$ cat src/rtl/nic_ctl_regs.sv
module nic_ctl_regs #(
  parameter int AW = 6
) (
  input  logic          clk,
  input  logic          rst_n,
  input  logic [AW-1:0] reg_addr,
  input  logic          reg_wr,
  input  logic [15:0]   reg_wdata,
  output logic [15:0]   reg_rdata,
  input  logic          ev_rbuf_exh,
  input  logic          ev_rdesc_exh,
  input  logic          ev_timer_uf,
  input  logic          ev_rx_pkt,
  input  logic          ev_prog_int,
  input  logic          tx_done,
  input  logic          cam_done,
  input  logic          rra_done,
  output logic          tx_start,
  output logic          cam_start,
  output logic          rra_start,
  output logic          irq
);
  localparam logic [AW-1:0] A_CMD = AW'(0),  A_DCFG = AW'(1),  A_RXC = AW'(2),
                            A_TXC = AW'(3),  A_IMSK = AW'(4),  A_ISTA = AW'(5),
                            A_PRS = AW'(6),  A_PRE = AW'(7),   A_PRR = AW'(8),
                            A_PRW = AW'(9),  A_TCRC = AW'(10), A_TALN = AW'(11),
                            A_TMIS = AW'(12), A_EOBC = AW'(13);
  localparam int NPTR = 4;
  localparam int NTAL = 3;

  logic [15:0] cmd_q, dcfg_q, rxc_q, txc_q, imsk_q, ista_q, eobc_q;
  logic [15:0] ptr_q [NPTR];
  logic [15:0] tal_q [NTAL];
  logic [15:0] cmd_n, ista_n, clr_v, ev_v;
  logic        cmd_wr, rst_exit, cmd_go;

  assign cmd_wr   = reg_wr && reg_addr == A_CMD;
  assign rst_exit = cmd_q[7] && !reg_wdata[7];
  assign cmd_go   = cmd_wr && !rst_exit && !reg_wdata[7];
  assign clr_v    = (reg_wr && reg_addr == A_ISTA) ? (reg_wdata & ista_q) : 16'h0;
  assign ev_v     = {3'b0, cam_done, ev_prog_int, ev_rx_pkt, tx_done, 1'b0,
                     ev_timer_uf, ev_rdesc_exh, ev_rbuf_exh, 5'b0};
  assign ista_n   = (ista_q & ~clr_v) | ev_v;
  assign irq      = |(imsk_q & ista_q);

  always_comb begin
    cmd_n = cmd_q;
    if (cmd_wr) begin
      if (rst_exit) cmd_n[7] = 1'b0;
      else begin
        cmd_n = cmd_q | (reg_wdata & 16'h03BF);
        if (reg_wdata[2]) cmd_n[3] = 1'b0;
        if (reg_wdata[3]) cmd_n[2] = 1'b0;
        if (reg_wdata[4]) cmd_n[5] = 1'b0;
        if (reg_wdata[5]) cmd_n[4] = 1'b0;
        if (reg_wdata[7]) cmd_n = (cmd_n & ~16'h0303) | 16'h0084;
      end
    end
    if (tx_done)  cmd_n[1] = 1'b0;
    if (cam_done) cmd_n[9] = 1'b0;
    if (rra_done) cmd_n[8] = 1'b0;
  end

  always_ff @(posedge clk) begin
    if (!rst_n) begin
      cmd_q <= 16'h0094; dcfg_q <= '0; rxc_q <= '0; txc_q <= '0;
      imsk_q <= '0; ista_q <= '0; eobc_q <= 16'h02F8;
      tx_start <= 1'b0; cam_start <= 1'b0; rra_start <= 1'b0;
    end else begin
      cmd_q     <= cmd_n;
      ista_q    <= ista_n;
      tx_start  <= cmd_go && reg_wdata[1];
      cam_start <= cmd_go && reg_wdata[9];
      rra_start <= (cmd_go && reg_wdata[8]) || clr_v[5];
      if (reg_wr) begin
        case (reg_addr)
          A_DCFG: if (cmd_q[7]) dcfg_q <= reg_wdata & 16'hBFFF;
          A_RXC:  rxc_q  <= reg_wdata & 16'hFFE0;
          A_TXC:  txc_q  <= reg_wdata & 16'hF000;
          A_IMSK: imsk_q <= reg_wdata & 16'h7FFF;
          A_EOBC: eobc_q <= reg_wdata;
          default: ;
        endcase
      end
    end
  end

  for (genvar g = 0; g < NPTR; g++) begin : g_ptr
    always_ff @(posedge clk) begin
      if (!rst_n) ptr_q[g] <= '0;
      else if (reg_wr && reg_addr == A_PRS + AW'(g)) ptr_q[g] <= reg_wdata & 16'hFFFE;
    end
  end

  for (genvar g = 0; g < NTAL; g++) begin : g_tal
    always_ff @(posedge clk) begin
      if (!rst_n) tal_q[g] <= '0;
      else if (reg_wr && reg_addr == A_TCRC + AW'(g)) tal_q[g] <= ~reg_wdata;
    end
  end

  always_comb begin
    case (reg_addr)
      A_CMD:  reg_rdata = cmd_q;
      A_DCFG: reg_rdata = dcfg_q;
      A_RXC:  reg_rdata = rxc_q;
      A_TXC:  reg_rdata = txc_q;
      A_IMSK: reg_rdata = imsk_q;
      A_ISTA: reg_rdata = ista_q;
      A_PRS:  reg_rdata = ptr_q[0];
      A_PRE:  reg_rdata = ptr_q[1];
      A_PRR:  reg_rdata = ptr_q[2];
      A_PRW:  reg_rdata = ptr_q[3];
      A_TCRC: reg_rdata = tal_q[0];
      A_TALN: reg_rdata = tal_q[1];
      A_TMIS: reg_rdata = tal_q[2];
      A_EOBC: reg_rdata = eobc_q;
      default: reg_rdata = 16'h0;
    endcase
  end

  AST_RBE_CLR_PULSE: assert property (@(posedge clk) disable iff (!rst_n)
    (reg_wr && reg_addr == A_ISTA && reg_wdata[5] && ista_q[5]) |=> rra_start);
  AST_EVENT_WINS: assert property (@(posedge clk) disable iff (!rst_n)
    ev_rx_pkt |=> ista_q[10]);
  AST_RST_EXIT: assert property (@(posedge clk) disable iff (!rst_n)
    (cmd_wr && cmd_q[7] && !reg_wdata[7] && !tx_done && !cam_done && !rra_done)
    |=> (!cmd_q[7] && cmd_q[6:0] == $past(cmd_q[6:0]) && cmd_q[15:8] == $past(cmd_q[15:8])
         && !tx_start && !cam_start && !rra_start));
  AST_TIMER_EXCL: assert property (@(posedge clk) disable iff (!rst_n)
    !(cmd_q[4] && cmd_q[5]));
  AST_SWRST_NO_GO: assert property (@(posedge clk) disable iff (!rst_n)
    (cmd_wr && reg_wdata[7]) |=> (cmd_q[7] && cmd_q[2] && !tx_start && !cam_start));
  AST_TXDONE_RETIRE: assert property (@(posedge clk) disable iff (!rst_n)
    tx_done |=> (!cmd_q[1] && ista_q[9]));
  AST_DCFG_LOCK: assert property (@(posedge clk) disable iff (!rst_n)
    (reg_wr && reg_addr == A_DCFG && !cmd_q[7]) |=> $stable(dcfg_q));
endmodule

$ cat config.mk
export PLATFORM = sky130hd
export DESIGN_NAME = nic_ctl_regs
export DESIGN_NICKNAME = d
export VERILOG_FILES = /design/src/rtl/nic_ctl_regs.sv
export SDC_FILE = /design/constraint.sdc
export NUM_CORES = 1
export LEC_CHECK = 0
export BUFFER_PORTS_ARGS = -buffer_cell sky130_fd_sc_hd__clkbuf_2
export CAP_MARGIN = 5
export CELL_PAD_IN_SITES_DETAIL_PLACEMENT = 2
export CELL_PAD_IN_SITES_GLOBAL_PLACEMENT = 2
export CORE_ASPECT_RATIO = 1.25
export CORE_UTILIZATION = 36
export CTS_CLUSTER_SIZE = 8
export DETAILED_ROUTE_END_ITERATION = 10
export GPL_ROUTABILITY_DRIVEN = 0
export PLACE_DENSITY_LB_ADDON = 0.1
export SLEW_MARGIN = 20
export SYNTH_ARGS = -nofsm -noshare
export SYNTH_HDL_FRONTEND = slang
export SYNTH_SLANG_ARGS = --single-unit
$ cat constraint.sdc
create_clock -name clk -period 5.2 [get_ports clk]
set_clock_uncertainty 0.2 [all_clocks]
set_input_delay 0.26 -clock clk [delete_from_list [all_inputs] [get_ports clk]]
set_output_delay 0.26 -clock clk [all_outputs]
set_load 0.01 [all_outputs]
==> summary.md <==
| Metric | Value |
|---|---|
| Status | `finished clean` |
| Fin. Hold Viols | `0` |
| CP Capture Type | `output pin` |
| Final instance area | `about 0.010 mm2` |
| CTS Buffer Depth | `2` |
| Clock sinks | `197` |
| Clock transition at path regs | `about 0.080 ns` |
| Power density over the cells | `roughly 330 mW/mm2` |
| Slew headroom | `0.290` |
| Sw Pwr | `900 uW` |
| Vias | `roughly 7.2k` |
| Final setup fails | `0` |
| Synth async-reset ratio | `0` |
| Number of synthesized flops with an enable pin | `about 110` |
| Critical path fanouts, max | `21` |
| Largest net degree at the start of global routing | `49` |
| Hold Slack | `0.00901 ns` |
| Drt first pass iters | `6` |
| Die H | `~180 um` |
| # IOs | `53` |
| Syn Nets | `approximately 900` |
| Max Slew Vio Count | `0` |
| Post-CTS setup buffer count | `0` |
| Crit path DAT | `a little under 3 ns` |
| Die Footprint | `0.0254 mm2` |
| Initial antenna violation count | `1` |
| Wire length per cell | `approximately 29 um` |
| Most frequent cells in the layout | `117 x nand2_1, 108 x edfxtp_1, 89 x dfxtp_1, 79 x nor2_1, 64 x a21oi_1` |
| Final TNS setup | `0 ns` |
| Combinational fraction of design power | `0.074` |
| Syn. warnings | `0` |
| Switch share | `0.269` |
| P_int | `~2.5 mW` |
| Detailed Route WL | `around 36000 um` |
| Crit Path Category | `in -> out` |
| CP Launch Type | `input port` |
| Gr ovfl total | `0` |
| Nets | `approximately 930` |
| Die Wd | `about 140 um` |
| Worst Tran Pin Value | `roughly 1.1 ns` |
| Clock Latency Late Sink | `between 0.4 and 0.5 ns` |
| Initial cell density of the core | `0.365` |
| Reg-to-reg setup timing slack | `around 3 ns` |
| Clock Power Share | `0.415` |
| Dpl cell area | `roughly 0.0095 mm2` |
| I/O Buffers | `52` |
| Flop pwr share | `0.511` |
| Post-Place Worst Slack | `between 1 and 1.5 ns` |
| Post-route setup slack | `about 1.8 ns` |
| RSZ-0062 raised after global routing | `no` |
| Root Driver | `clkbuf_16` |
| Max-Cap Viols | `0` |
| Vias in the first global route | `between 7k and 8k` |
| CTS tree | `done` |
| Sequential share of the synthesized area | `0.564` |
| H-Tree Level Count | `4` |
| Drt drc | `0` |
| Leak | `~3.6 nW` |
| Area growth syn-to-layout | `14.3%` |
| Peak supply drop | `230 uV` |
| Gr usage total | `0.297` |
| Most common cell after layout, fill and taps aside | `nand2_1` |
| Avg Vias per Cell | `a little under 6` |
| Share of layout cells above drive strength 1 | `0.155` |
| Max Fclk | `about 300 MHz` |
| TritonCTS buffer count | `17` |
| Core box area | `0.0244 mm2` |
| Rows | `64` |
| Top FF cell, synth | `edfxtp_1` |
| Tmin final | `between 3 and 4 ns` |
| FF+latch count, synth | `between 150 and 200` |
| First-pass GRT wire length | `~53000 um` |
| Dpl hpwl | `24900 um` |
| Netlist Area Pre-Place | `between 0.008 and 0.009 mm2` |
| Worst Hold Class | `in -> reg` |
| Post-route ant nets | `0` |
| Syn Area/Cell | `~10 um2` |
| Worst EP required | `4.74 ns` |
| Final worst path period share | `0.659` |
| Yosys cell types | `55` |
| Mapped Cells | `roughly 870` |
| DR iter-0 viols | `between 600 and 700` |
## sequential cells by signal, summed over array words and instances, names as in the netlist
name,cells
cam_start,1
cmd_q,9
dcfg_q,15
eobc_q,16
imsk_q,15
ista_q,16
ptr_q,60
rra_start,1
rxc_q,11
tal_q,48
tx_start,1
txc_q,4
## per-stage QoR
stage,cells,util,total power [mW]
final,1242,0.417,3.35
after global routing,1241,0.417,3.44
after CTS,1241,0.417,3.36
after detailed placement,1199,0.388,1.99
after global placement,1199,0.388,1.98
after floorplan,871,-,1.87
## power groups by stage
stage | clock (mW) | combinational, mW | sequential [mW]
3_5_place_dp | 0 | 0.240 | 1.75
6_report | 1.39 | 0.247 | 1.71
2_1_floorplan | 0 | 0.131 | 1.73
3_3_place_gp | 0 | 0.234 | 1.75
5_1_grt | 1.46 | 0.261 | 1.72
4_1_cts | 1.40 | 0.247 | 1.71
## layer usage
layer	up-vias	global-route usage	share of wire
met1	3765	0.371	0.42
met5	-	0	0
met3	52	0.0453	0.044
met4	0	0.109	0.031
met2	223	0.515	0.51
li1	3180	-	-
## layout make-up
| type | instances | area [um2] |
|---|---|---|
| inverter | 13 | 48.8 |
| fill | 2576 | 14200 |
| clock buffer | 17 | 425 |
| tap | 330 | 413 |
| clock inverter | 15 | 176 |
| timing repair buffer | 83 | 518 |
| sequential | 197 | 5020 |
| multi-input combinational | 586 | 3570 |
| antenna | 1 | 2.50 |
## logic make-up (layout without fill, tap and decap cells)
logic type	count (synthesis)	count (layout)	share of synthesized area
simple gates	370	370	0.203
compound gates	152	152	0.111
other cells	0	1	0
flops	197	197	0.564
mux	64	64	0.0816
buf+inv	88	128	0.0409
## path summary, 6_finish.rpt
check / start / end / cells past startpoint
hold / removal: reg_wdata[0] / ista_q[0] / 2
hold reg to reg: ista_q[15] / ista_q[15] / 2
setup / recovery: reg_addr[0] / reg_rdata[9] / 6
setup reg to reg: cmd_q[7] / dcfg_q[12] / 5
## synth_stat cells, drive strengths merged (4+ instances only)
cell type	number	area (um2)
a211oi	5	37.5
a21oi	64	320
a221oi	5	43.8
a22o	9	78.8
a22oi	24	180
a31oi	7	43.8
and2	58	363
and3	7	43.8
buf	17	97.6
clkbuf	58	218
dfxtp	89	1780
edfxtp	108	3240
inv	11	41.3
mux2	9	101
mux2i	49	490
mux4	6	135
nand2	117	439
nand2b	4	25.0
nand3	28	140
nand4	9	56.3
nor2	79	297
nor3	37	200
nor4	10	77.6
o21ai	16	80.1
## worst max-delay path: stages
cell,delay (ns)
clkbuf_2,0.58
nand2b_1,0.64
nor2_1,0.81
a21oi_1,0.27
nand4_1,0.22
clkbuf_2,0.16
## timing repair
| action | in CTS | in global routing |
|---|---|---|
| resized for setup | 0 | 0 |
| endpoints found under the hold margin | 12 | 0 |
| hold buffers | 10 | 0 |
| setup endpoints to repair | 0 | 0 |
(Power assumes the default switching activity.)
